[src/rtl/cid_pkg.sv]
`timescale 1ns/1ps
package cid_pkg;
  typedef enum logic [1:0] {
    FR_IDLE  = 2'd0,
    FR_START = 2'd1,
    FR_DATA  = 2'd2,
    FR_STOP  = 2'd3
  } fr_state_e;
endpackage

[src/rtl/cid_sync.sv]
`timescale 1ns/1ps
module cid_sync #(
  parameter int STAGES = 2
) (
  input  logic clk_i,
  input  logic rst_ni,
  input  logic d_i,
  output logic line_o,
  output logic fall_o,
  output logic edge_o
);
  logic [STAGES:0] chain_q;

  // reset to idle-high so no false fall after reset
  always_ff @(posedge clk_i or negedge rst_ni) begin
    if (!rst_ni) chain_q <= '1;
    else         chain_q <= {chain_q[STAGES-1:0], d_i};
  end

  assign line_o = chain_q[STAGES-1];
  assign fall_o = chain_q[STAGES] & ~chain_q[STAGES-1];
  assign edge_o = chain_q[STAGES] ^ chain_q[STAGES-1];
endmodule

[src/rtl/cid_preamble_det.sv]
`timescale 1ns/1ps
module cid_preamble_det #(
  parameter int CLK_PER_BIT = 83333,
  parameter int SEIZE_BITS  = 30,
  parameter int MARK_BITS   = 80
) (
  input  logic clk_i,
  input  logic rst_ni,
  input  logic en_i,
  input  logic line_i,
  input  logic edge_i,
  output logic seize_o,
  output logic mark_o
);
  localparam int GAP_MAX  = 2 * CLK_PER_BIT;
  localparam int GW       = $clog2(GAP_MAX + 1);
  localparam int RW       = $clog2(SEIZE_BITS + 1);
  localparam int MARK_CYC = MARK_BITS * CLK_PER_BIT;
  localparam int MW       = $clog2(MARK_CYC + 1);
  localparam logic [GW-1:0] GAP_SAT  = GW'(GAP_MAX);
  localparam logic [GW-1:0] GAP_LO   = GW'(CLK_PER_BIT / 2);
  localparam logic [GW-1:0] GAP_HI   = GW'(CLK_PER_BIT + CLK_PER_BIT / 2);
  localparam logic [RW-1:0] RUN_LAST = RW'(SEIZE_BITS - 1);
  localparam logic [RW-1:0] RUN_SAT  = RW'(SEIZE_BITS);
  localparam logic [MW-1:0] MARK_LAST = MW'(MARK_CYC - 1);

  logic [GW-1:0] gap_q;
  logic [RW-1:0] run_q;
  logic [MW-1:0] high_q;
  logic          in_win;

  assign in_win = (gap_q >= GAP_LO) && (gap_q <= GAP_HI);

  always_ff @(posedge clk_i or negedge rst_ni) begin
    if (!rst_ni) begin
      gap_q   <= GAP_SAT;
      run_q   <= '0;
      seize_o <= 1'b0;
    end else if (!en_i) begin
      gap_q   <= GAP_SAT;
      run_q   <= '0;
      seize_o <= 1'b0;
    end else if (edge_i) begin
      gap_q <= '0;
      if (in_win) begin
        if (run_q != RUN_SAT) run_q <= run_q + 1'b1;
        if (run_q >= RUN_LAST) seize_o <= 1'b1;
      end else begin
        run_q <= '0;
      end
    end else if (gap_q != GAP_SAT) begin
      gap_q <= gap_q + 1'b1;
    end
  end

  // mark: steady high, counted only once the preamble is seen
  always_ff @(posedge clk_i or negedge rst_ni) begin
    if (!rst_ni) begin
      high_q <= '0;
      mark_o <= 1'b0;
    end else if (!en_i) begin
      high_q <= '0;
      mark_o <= 1'b0;
    end else if (!line_i || !seize_o) begin
      high_q <= '0;
    end else if (high_q != MARK_LAST) begin
      high_q <= high_q + 1'b1;
    end else begin
      mark_o <= 1'b1;
    end
  end

  a_r3_mark_needs_seize: assert property (@(posedge clk_i) disable iff (!rst_ni)
    mark_o |-> seize_o);
  a_r7_flags_cleared: assert property (@(posedge clk_i) disable iff (!rst_ni)
    !en_i |=> (!seize_o && !mark_o));
  a_r2_seize_sticky: assert property (@(posedge clk_i) disable iff (!rst_ni)
    (seize_o && en_i) |=> seize_o);
endmodule

[src/rtl/cid_framer.sv]
`timescale 1ns/1ps
module cid_framer
  import cid_pkg::*;
#(
  parameter int CLK_PER_BIT = 83333,
  parameter int DATA_BITS   = 8
) (
  input  logic                 clk_i,
  input  logic                 rst_ni,
  input  logic                 en_i,
  input  logic                 arm_i,
  input  logic                 line_i,
  input  logic                 fall_i,
  output logic [DATA_BITS-1:0] byte_o,
  output logic                 valid_o,
  output logic                 ferr_o
);
  localparam int CW = $clog2(CLK_PER_BIT);
  localparam int IW = (DATA_BITS > 1) ? $clog2(DATA_BITS) : 1;
  localparam logic [CW-1:0] HALF_LAST = CW'(CLK_PER_BIT / 2 - 1);
  localparam logic [CW-1:0] FULL_LAST = CW'(CLK_PER_BIT - 1);
  localparam logic [IW-1:0] IDX_LAST  = IW'(DATA_BITS - 1);

  fr_state_e             state_q;
  logic [CW-1:0]         cnt_q;
  logic [IW-1:0]         idx_q;
  logic [DATA_BITS-1:0]  shreg_q;

  always_ff @(posedge clk_i or negedge rst_ni) begin
    if (!rst_ni) begin
      state_q <= FR_IDLE;
      cnt_q   <= '0;
      idx_q   <= '0;
      shreg_q <= '0;
      byte_o  <= '0;
      valid_o <= 1'b0;
      ferr_o  <= 1'b0;
    end else begin
      valid_o <= 1'b0;
      ferr_o  <= 1'b0;
      if (!en_i) begin
        state_q <= FR_IDLE;
        cnt_q   <= '0;
      end else begin
        unique case (state_q)
          FR_IDLE: if (arm_i && fall_i) begin
            state_q <= FR_START;
            cnt_q   <= '0;
          end
          FR_START: if (cnt_q == HALF_LAST) begin
            // mid start bit: must still be low
            cnt_q   <= '0;
            idx_q   <= '0;
            state_q <= line_i ? FR_IDLE : FR_DATA;
          end else cnt_q <= cnt_q + 1'b1;
          FR_DATA: if (cnt_q == FULL_LAST) begin
            cnt_q   <= '0;
            shreg_q <= {line_i, shreg_q[DATA_BITS-1:1]};
            if (idx_q == IDX_LAST) state_q <= FR_STOP;
            else                   idx_q   <= idx_q + 1'b1;
          end else cnt_q <= cnt_q + 1'b1;
          FR_STOP: if (cnt_q == FULL_LAST) begin
            cnt_q   <= '0;
            state_q <= FR_IDLE;
            if (line_i) begin
              byte_o  <= shreg_q;
              valid_o <= 1'b1;
            end else begin
              ferr_o  <= 1'b1;
            end
          end else cnt_q <= cnt_q + 1'b1;
          default: state_q <= FR_IDLE;
        endcase
      end
    end
  end

  a_r6_valid_ferr_excl: assert property (@(posedge clk_i) disable iff (!rst_ni)
    !(valid_o && ferr_o));
  a_r6_valid_one_cycle: assert property (@(posedge clk_i) disable iff (!rst_ni)
    valid_o |=> !valid_o);
  a_r7_no_byte_when_off: assert property (@(posedge clk_i) disable iff (!rst_ni)
    (valid_o || ferr_o) |-> $past(en_i));
  a_r9_byte_hold: assert property (@(posedge clk_i) disable iff (!rst_ni)
    !valid_o |-> $stable(byte_o));
endmodule

[src/rtl/cid_fsk_framer.sv]
`timescale 1ns/1ps
module cid_fsk_framer #(
  parameter int CLK_PER_BIT = 83333,
  parameter int SEIZE_BITS  = 30,
  parameter int MARK_BITS   = 80,
  parameter int DATA_BITS   = 8,
  parameter int SYNC_STAGES = 2
) (
  input  logic                 clk_i,
  input  logic                 rst_ni,
  input  logic                 enable_i,
  input  logic                 rx_data_i,
  output logic [DATA_BITS-1:0] byte_o,
  output logic                 byte_valid_o,
  output logic                 frame_err_o,
  output logic                 seizure_seen_o,
  output logic                 mark_seen_o
);
  logic line, fall, edge_any;

  cid_sync #(.STAGES(SYNC_STAGES)) u_sync (
    .clk_i  (clk_i),
    .rst_ni (rst_ni),
    .d_i    (rx_data_i),
    .line_o (line),
    .fall_o (fall),
    .edge_o (edge_any)
  );

  cid_preamble_det #(
    .CLK_PER_BIT (CLK_PER_BIT),
    .SEIZE_BITS  (SEIZE_BITS),
    .MARK_BITS   (MARK_BITS)
  ) u_pre (
    .clk_i   (clk_i),
    .rst_ni  (rst_ni),
    .en_i    (enable_i),
    .line_i  (line),
    .edge_i  (edge_any),
    .seize_o (seizure_seen_o),
    .mark_o  (mark_seen_o)
  );

  cid_framer #(
    .CLK_PER_BIT (CLK_PER_BIT),
    .DATA_BITS   (DATA_BITS)
  ) u_fr (
    .clk_i   (clk_i),
    .rst_ni  (rst_ni),
    .en_i    (enable_i),
    .arm_i   (mark_seen_o),
    .line_i  (line),
    .fall_i  (fall),
    .byte_o  (byte_o),
    .valid_o (byte_valid_o),
    .ferr_o  (frame_err_o)
  );

  a_r10_valid_needs_mark: assert property (@(posedge clk_i) disable iff (!rst_ni)
    byte_valid_o |-> $past(mark_seen_o));
endmodule

[config.mk]
export PLATFORM = sky130hd
export DESIGN_NAME = cid_fsk_framer
export DESIGN_NICKNAME = d
export VERILOG_FILES = /design/src/rtl/cid_pkg.sv /design/src/rtl/cid_sync.sv /design/src/rtl/cid_preamble_det.sv /design/src/rtl/cid_framer.sv /design/src/rtl/cid_fsk_framer.sv
export SDC_FILE = /design/constraint.sdc
export NUM_CORES = 1
export LEC_CHECK = 0
export BUFFER_PORTS_ARGS = -buffer_cell sky130_fd_sc_hd__buf_2
export CAP_MARGIN = 20
export CORE_MARGIN = 2
export CORE_UTILIZATION = 40
export CTS_CLUSTER_DIAMETER = 50
export DETAILED_ROUTE_END_ITERATION = 12
export HOLD_SLACK_MARGIN = 0.06
export PLACE_DENSITY_LB_ADDON = 0.3
export SETUP_SLACK_MARGIN = 0.1
export SYNTH_ARGS = -nofsm -noshare
export SYNTH_HDL_FRONTEND = slang
export SYNTH_HIERARCHICAL = 1
export SYNTH_SLANG_ARGS = --single-unit
[constraint.sdc]
create_clock -name clk_i -period 6.28 [get_ports clk_i]
set_clock_uncertainty 0.1 [all_clocks]
set_input_delay 0.314 -clock clk_i [delete_from_list [all_inputs] [get_ports clk_i]]
set_output_delay 0.314 -clock clk_i [all_outputs]
set_load 0.01 [all_outputs]
==> impl_metrics.ini, run 1 <==
[yosys]
ys_seq_elements = 91
avgSynthCellArea_um2 = 10.13
netlist_instances = 499
synth_area_um2 = 5054
ys.warnings.count = 6
yosysUniqueCellTypes = 71
synth_flop_cell = dfrtp_1
syn-num-nets = 515
synth_edf_count = 0
seq_area_frac_synth = 0.4531
async_flop_share = 1.000

[cells_and_area]
layout-drive-gt1-share = 0.1526
mostFrequentLayoutCells = dfrtp_1 (81), nor2_1 (41), nand2_1 (36)
antenna_cells = 0
final_area_um2 = 5518
area_delta_synth_final_pct = 9.185
final_common_cell = dfrtp_1
layout.cells.non_filler = 683
num-nets-final = 522

[pwr]
leakagePower_nw = 2.261
powerDensity_nw_per_um2 = 231.0
peakVddDrop_uv = 125.9

[setup_path]
crit_type = reg -> reg
cp_data_required_time_ns = 6.42
startpoint_type = flip-flop
crit_start = u_sync/chain_q[1]
path_max_fanout = 24
cp-end-kind = flip-flop
r2r_start = u_sync/chain_q[1]
arrival_ns = 2.87

[clock_network]
cts_tree = built
cts_resized = 0
numCtsBuffers = 9
clkLatencyLatePin_ns = 0.35
htree_levels = 3
clkTransAtPathRegs_ns = 0.06
root_buffer = clkbuf_16
clock_path_buffers = 2
cts.sinks = 91

[global_route]
grt_pass1_wl_mm = 17.51
track_usage = 0.1629
grt_pass1_vias = 3642
antenna_found_initial = 0
overflow = 0
grt_max_degree = 69

[route]
drc = 0
vias = 3713
final_antenna_net_count = 0
drtIter0Drc = 330
wl_mm = 10.10
first_pass_iters = 4
wl_per_cell_um = 14.78
vias_per_cell = 5.436

[placement]
io_buffers = 15
place_ws_ns = 3.436
placedCellCount = 665
dp.final_hpwl_mm = 6.913
placed_area_um2 = 5216
place_congestion = 0.9158

[sta]
timing.final.crit_share = 0.4345
final-hold-violation-count = 0
fmax_mhz = 366.5
setup_tns_ns = 0
tightest_slew_ns = 0.9931
fin_crit_ns = 2.729
fin_worst_hold_slack_ns = 0.2448
rsz0062_at_grt = no
finalSetupViolations = 0
maxSlewHeadroom = 0.3379
drv_slew = 0
worst_slack_ns = 3.551

[floorplanning]
die_w_um = 116.4
die_h_um = 116.4
core_um2 = 12470
start_util = 0.4054
ios = 16
num_rows = 41
fp.dieArea_um2 = 13550

[job]
drv_cap = 0

[outcome]
outcome = finished clean

[worst_hold_path]
min_path_type = in -> reg
min_from = enable_i
-- registers in the layout, summed over array words and instances (netlist names), 2 cells and up --
name / flops
u_pre/high_q: 23
u_pre/gap_q: 18
u_fr/cnt_q: 17
u_fr/byte_o: 8
u_fr/shreg_q: 8
u_pre/run_q: 5
u_fr/idx_q: 3
u_sync/chain_q: 3
u_fr/state_q: 2
-- synthesized netlist by cell type, types with 10 or more instances --
master     n  share of area
dfstp_2   10          0.052
nand3_1   30          0.030
a21oi_1   16          0.016
nor2_1    41          0.030
o211ai_1  10          0.015
clkbuf_1  10         0.0074
nand4_1   13          0.016
inv_1     18          0.013
o21ai_0   26          0.026
nor3_1    17          0.017
dfrtp_1   81           0.40
mux2_4    16          0.048
xnor2_1   12          0.021
xor2_1    21          0.036
nand2_1   36          0.027
ha_1      12          0.030
-- kinds of logic after synthesis --
group / share of synthesized area
AOI/OAI and AO/OA: 0.1099
muxes: 0.05818
DFF: 0.4531
xor gates and xnor gates: 0.05719
adders and majority gates: 0.02971
and+or+nand+nor: 0.2488
buffers and inverters: 0.04308
-- where the power goes --
part,switching [W],internal [W],leakage [nW],total [W]
combinational,0.0000829,0.0000444,0.896,0.000127
sequential,0.0000325,0.000606,1.23,0.000639
clock,0.000228,0.000280,0.136,0.000508
-- layer usage --
layer	GRT usage	part of all wire	vias to the layer above
li1	-	-	1825
met1	0.2189	0.48	1818
met2	0.2578	0.47	64
met3	0.04774	0.038	6
met4	0.04524	0.0085	0
met5	0	0	-
-- per-stage QoR --
step | total power (W) | utilization
floorplan | 0.0007403 | -
CTS | 0.001296 | 0.4426
finish | 0.001275 | 0.4426
global placement | 0.0007733 | 0.4184
global route | 0.001346 | 0.4426
detailed placement | 0.0007767 | 0.4184
-- critical path, cell delays in order (launching register included) --
cell	delay, ns
dfstp_2	0.59
nand3_1	0.66
nor4b_2	0.92
o21ai_0	0.20
a21oi_1	0.16
-- area by class of cell --
type,instances,area (um^2)
clock buffers,11,242.7
inverters,18,67.56
fillers,1213,6948
well taps,172,215.2
multi-input cells,367,2551
flip-flops and latches,91,2290
clock inverters,5,38.79
repair buffers,19,112.6
-- path summary, 6_finish.rpt --
path | slack [ns] | endpoint | cells after the start
worst min-delay path | 0.24 | u_pre/gap_q[15] | 2
min in group asynchronous | 0.31 | u_pre/high_q[20] | 2
max in group asynchronous | 4.61 | u_pre/high_q[1] | 3
worst max register to register | 3.55 | u_pre/high_q[3] | 4
worst max-delay path | 3.55 | u_pre/high_q[3] | 4
worst min register to register | 0.28 | u_sync/chain_q[1] | 0
-- timing repair --
item                      4_1_cts  5_1_grt
setup buffers                   0        0
hold endpoints to repair       24        0
hold buffers                    2        0
No activity file was read; power rests on OpenSTA's default activity.
==> run 2: changes to the inputs <==
Clock period 6.28 ns to 2.7 ns, I/O delays scaled along.
==> run 2 against run 1 <==
- non-clock buffer count is 12 higher
- routed wire length is 1.6% higher
- combinational power grew to 2.8 times the previous value
- die area stayed put
- clock power is 140% higher
- first-iteration DRC count is 2.7% higher
- register-to-register slack worse by 3.3 ns
- sequential cell count stayed put
- fmax is 12% higher
- critical path depth is 4 higher
- hold slack worse by 0.18 ns
==> impl_metrics.ini, run 2 (synthesis gave the netlist of run 1 again) <==
[setup_path]
r2r_slack_ns = 0.27
r2r_cells = 8
r2r_start = u_fr/cnt_q[1]
path_max_fanout = 8
crit_type = reg -> reg
crit_start = u_fr/cnt_q[1]
arrival_ns = 2.56
endpoint = u_fr/cnt_q[1]
reg2reg_to = u_fr/cnt_q[1]
startpoint_type = flip-flop
cp-end-kind = flip-flop
cp_data_required_time_ns = 2.84

[clock_network]
cts.sinks = 91
htree_levels = 3
clkTransAtPathRegs_ns = 0.07
root_buffer = clkbuf_16
clkLatencyLatePin_ns = 0.35
cts_tree = built
clock_path_buffers = 2
numCtsBuffers = 9
postCtsSetupBuffers = 0

[cells_and_area]
area_delta_synth_final_pct = 11.19
regMostFlops = u_pre/high_q
num-nets-final = 534
top_regs = u_pre/high_q (23), u_pre/gap_q (18), u_fr/cnt_q (17)
antenna_cells = 0
largest_register_ffs = 23
final_common_cell = dfrtp_1
mostFrequentLayoutCells = dfrtp_1 (81), nor2_1 (41), nand2_1 (36)
layout-drive-gt1-share = 0.1778

[sta]
drv_slew = 0
maxSlewHeadroom = 0.4033
rsz0062_at_grt = no
fin_crit_ns = 2.426
worst_slack_ns = 0.2743
fin_worst_hold_slack_ns = 0.06527
setup_tns_ns = 0
finalSetupViolations = 0
fmax_mhz = 412.3
final-hold-violation-count = 0
timing.final.crit_share = 0.8984
tightest_slew_ns = 0.8918

[route]
first_pass_iters = 5
vias_per_cell = 5.416
vias = 3764
wl_per_cell_um = 14.76
final_antenna_net_count = 0
drtIter0Drc = 339
drc = 0
wl_mm = 10.26

[global_route]
grt_pass1_vias = 3632
grt_max_degree = 39
antenna_found_initial = 0
track_usage = 0.1639
grt_pass1_wl_mm = 17.61
overflow = 0

[pwr]
powerDensity_nw_per_um2 = 538.9
leakagePower_nw = 2.327
peakVddDrop_uv = 300.1

[floorplanning]
num_rows = 41
core_um2 = 12470
fp.dieArea_um2 = 13550
start_util = 0.4054
die_h_um = 116.4
ios = 16
die_w_um = 116.4

[worst_hold_path]
min_path_type = in -> reg

[outcome]
outcome = finished clean

[placement]
place_congestion = 0.8986
io_buffers = 15
dp.final_hpwl_mm = 7.167
place_ws_ns = 0.1643

[job]
drv_cap = 0
## run 2: where the power goes
part | leakage (nW) | internal [W] | total, W | switching [W]
Combinational | 0.959 | 0.000130 | 0.000355 | 0.000225
Sequential | 1.23 | 0.00141 | 0.00146 | 0.0000537
Clock | 0.138 | 0.000639 | 0.00121 | 0.000571
## run 2: timing repair
item | in CTS | in global routing
setup endpoints to repair | 0 | 16
hold endpoints to repair | 41 | 0
hold buffers | 2 | 0
gates resized for setup | 0 | 2
## run 2: cell type report
type                            count  area, um^2
Fill cell                        1182        6847
Multi-Input combinational cell    367        2560
Sequential cell                    91        2290
Clock buffer                        9       225.2
Tap cell                          172       215.2
Timing Repair Buffer               31       202.7
Inverter                           18       67.56
Clock inverter                      7       58.81
## run 2: critical path: stages, from the launching register on
cell,delay (ns)
dfrtp_1,0.41
inv_1,0.10
ha_1,0.15
or4bb_1,0.51
nor3_2,0.21
a21oi_2,0.16
buf_4,0.20
or2_1,0.25
a22o_1,0.23
## run 2: per-stage QoR
| step | utilization | cell area, um^2 | std cells | total power (W) |
|---|---|---|---|---|
| after floorplan | - | 5054 | 499 | 0.001722 |
| after global placement | 0.4251 | 5299 | 676 | 0.001829 |
| after detailed placement | 0.4251 | 5299 | 676 | 0.001835 |
| after CTS | 0.4495 | 5603 | 694 | 0.003070 |
| after global routing | 0.4508 | 5619 | 695 | 0.003183 |
| final | 0.4508 | 5619 | 695 | 0.003028 |
## run 2: worst min-delay path by stage
| stage | cells after the start | end | from |
|---|---|---|---|
| final | 2 | u_pre/gap_q[3] | enable_i |
| after detailed placement | 1 | u_pre/high_q[11] | rst_ni |
| after floorplan | 0 | u_fr/byte_o[0] | rst_ni |
| after CTS | 2 | u_pre/gap_q[3] | enable_i |
| after global placement | 1 | u_pre/high_q[13] | rst_ni |
| after global routing | 2 | u_pre/gap_q[3] | enable_i |
## run 2: per-layer routing
metal | vias to the layer above | wire length (um) | GRT usage
li1 | 1843 | - | -
met1 | 1820 | 4741 | 0.2133
met2 | 79 | 4908 | 0.2663
met3 | 22 | 325 | 0.02698
met4 | 0 | 285 | 0.08016
met5 | - | 0 | 0
==> run 3: changes to the inputs <==
Settings changed: CORE_MARGIN 2 to 10, PLACE_DENSITY_LB_ADDON 0.3 to 0.25.
==> run 3 against run 2 <==
- sequential share of layout area grew 0.31 points
- critical path depth decreased by 3
- largest power group unchanged
- clock-buffer cell count increased by 1
- highest routed layer unchanged
==> impl_metrics.ini, run 3 (synthesis gave the netlist of run 1 again) <==
[outcome]
outcome = finished clean

[job]
drv_cap = 0

[route]
final_antenna_net_count = 0
drtIter0Drc = 269
first_pass_iters = 6
drc = 0
wl_mm = 10.25
vias = 3746
wl_per_cell_um = 14.87
vias_per_cell = 5.437

[floorplanning]
core_um2 = 12520
start_util = 0.4037
fp.dieArea_um2 = 17530
ios = 16
num_rows = 41
die_w_um = 132.4
die_h_um = 132.4

[setup_path]
startpoint_type = flip-flop
endpoint = u_fr/idx_q[0]
path_cells = or4_4, nor4_4, and2_1, mux2_1, a22o_1
r2r_start = u_fr/cnt_q[11]
path_max_fanout = 8
cp_data_required_time_ns = 2.84
crit_type = reg -> reg
cp-end-kind = flip-flop
slowest_delay_ns = 0.57
reg2reg_to = u_fr/idx_q[0]
r2r_slack_ns = 0.27
crit_start = u_fr/cnt_q[11]
r2r_cells = 5
cpMaxStageDelayCell = or4_4
arrival_ns = 2.56

[cells_and_area]
final_area_um2 = 5577
nFillCells = 1220
regMostFlops = u_pre/high_q
final_common_cell = dfrtp_1
area_delta_synth_final_pct = 10.35
largest_register_ffs = 23
antenna_cells = 0
top_regs = u_pre/high_q (23), u_pre/gap_q (18), u_fr/cnt_q (17)
final_util = 0.4455
layout-drive-gt1-share = 0.1683
mostFrequentLayoutCells = dfrtp_1 (81), nor2_1 (40), nand2_1 (36)
num-nets-final = 529

[placement]
io_buffers = 15
placed_area_um2 = 5281
place_ws_ns = 0.2119
place_congestion = 0.8399
dp.final_hpwl_mm = 6.955

[sta]
timing.final.crit_share = 0.8988
rsz0062_at_grt = no
drv_slew = 0
fin_crit_ns = 2.427
setup_tns_ns = 0
final-hold-violation-count = 0
fin_worst_hold_slack_ns = 0.09595
tightest_slew_ns = 0.6469
worst_slack_ns = 0.2733
maxSlewHeadroom = 0.5647
fmax_mhz = 412.1
finalSetupViolations = 0

[clock_network]
clock_path_buffers = 2
clkTransAtPathRegs_ns = 0.06
root_buffer = clkbuf_16
clkLatencyLatePin_ns = 0.35
cts.sinks = 91
cts_tree = built
htree_levels = 3
numCtsBuffers = 9

[global_route]
grt_max_degree = 50
antenna_found_initial = 0
grt_pass1_wl_mm = 17.60
overflow = 0
track_usage = 0.1190
grt_pass1_vias = 3615

[worst_hold_path]
worstHoldPathCells = 2
min_path_type = in -> reg

[pwr]
peakVddDrop_uv = 333.2
leakagePower_nw = 2.294
powerDensity_nw_per_um2 = 530.8
## run 3: worst max-delay path, delay by kind of cell (launching register included)
kind               cells  cell delay, ns
AOI/OAI and AO/OA      1            0.17
DFF                    1            0.45
muxes                  1            0.33
and+or+nand+nor        3            1.26
## run 3: power breakdown
| group | internal (W) | switching [W] | total [W] | leakage [nW] |
|---|---|---|---|---|
| Combinational | 0.000119 | 0.000195 | 0.000314 | 0.934 |
| Sequential | 0.00141 | 0.0000780 | 0.00149 | 1.23 |
| Clock | 0.000638 | 0.000520 | 0.00116 | 0.130 |
## run 3: per-stage QoR
stage / power [W] / cells
floorplan: 0.001722 / 499
global placement: 0.001820 / 672
detailed placement: 0.001825 / 672
CTS: 0.003005 / 689
global route: 0.003109 / 689
finish: 0.002960 / 689
## run 3: cell type report
class                           count  area [um^2]  area share
Multi-Input combinational cell    367         2557      0.4586
Clock buffer                       10        239.0     0.04285
Clock inverter                      5        30.03    0.005385
Inverter                           18        67.56     0.01212
Timing Repair Buffer               26        177.7     0.03186
Sequential cell                    91         2290      0.4106
Tap cell                          172        215.2     0.03859
## run 3: worst min path at each step
| stage | startpoint | to | slack (ns) |
|---|---|---|---|
| final | enable_i | u_pre/gap_q[3] | 0.1 |
| after global routing | enable_i | u_pre/gap_q[3] | 0.11 |
| after CTS | enable_i | u_pre/gap_q[8] | 0.09 |
| after detailed placement | rst_ni | u_pre/high_q[15] | 0.07 |
| after global placement | rst_ni | u_pre/high_q[15] | 0.07 |
| after floorplan | rst_ni | u_fr/byte_o[0] | -0.26 |
## run 3: routing by layer
metal,track usage,part of all wire,vias up
met4,0.06112,0.017,0
met1,0.1524,0.48,1838
met3,0.02363,0.045,11
li1,-,-,1830
met2,0.1860,0.46,67
met5,0,0,-
## run 3: timing repair
item,in CTS,in global routing
hold buffers,2,0
endpoints found under the hold margin,43,0
buffers inserted,0,0
endpoints found under the setup margin,0,2
resized for setup,0,2
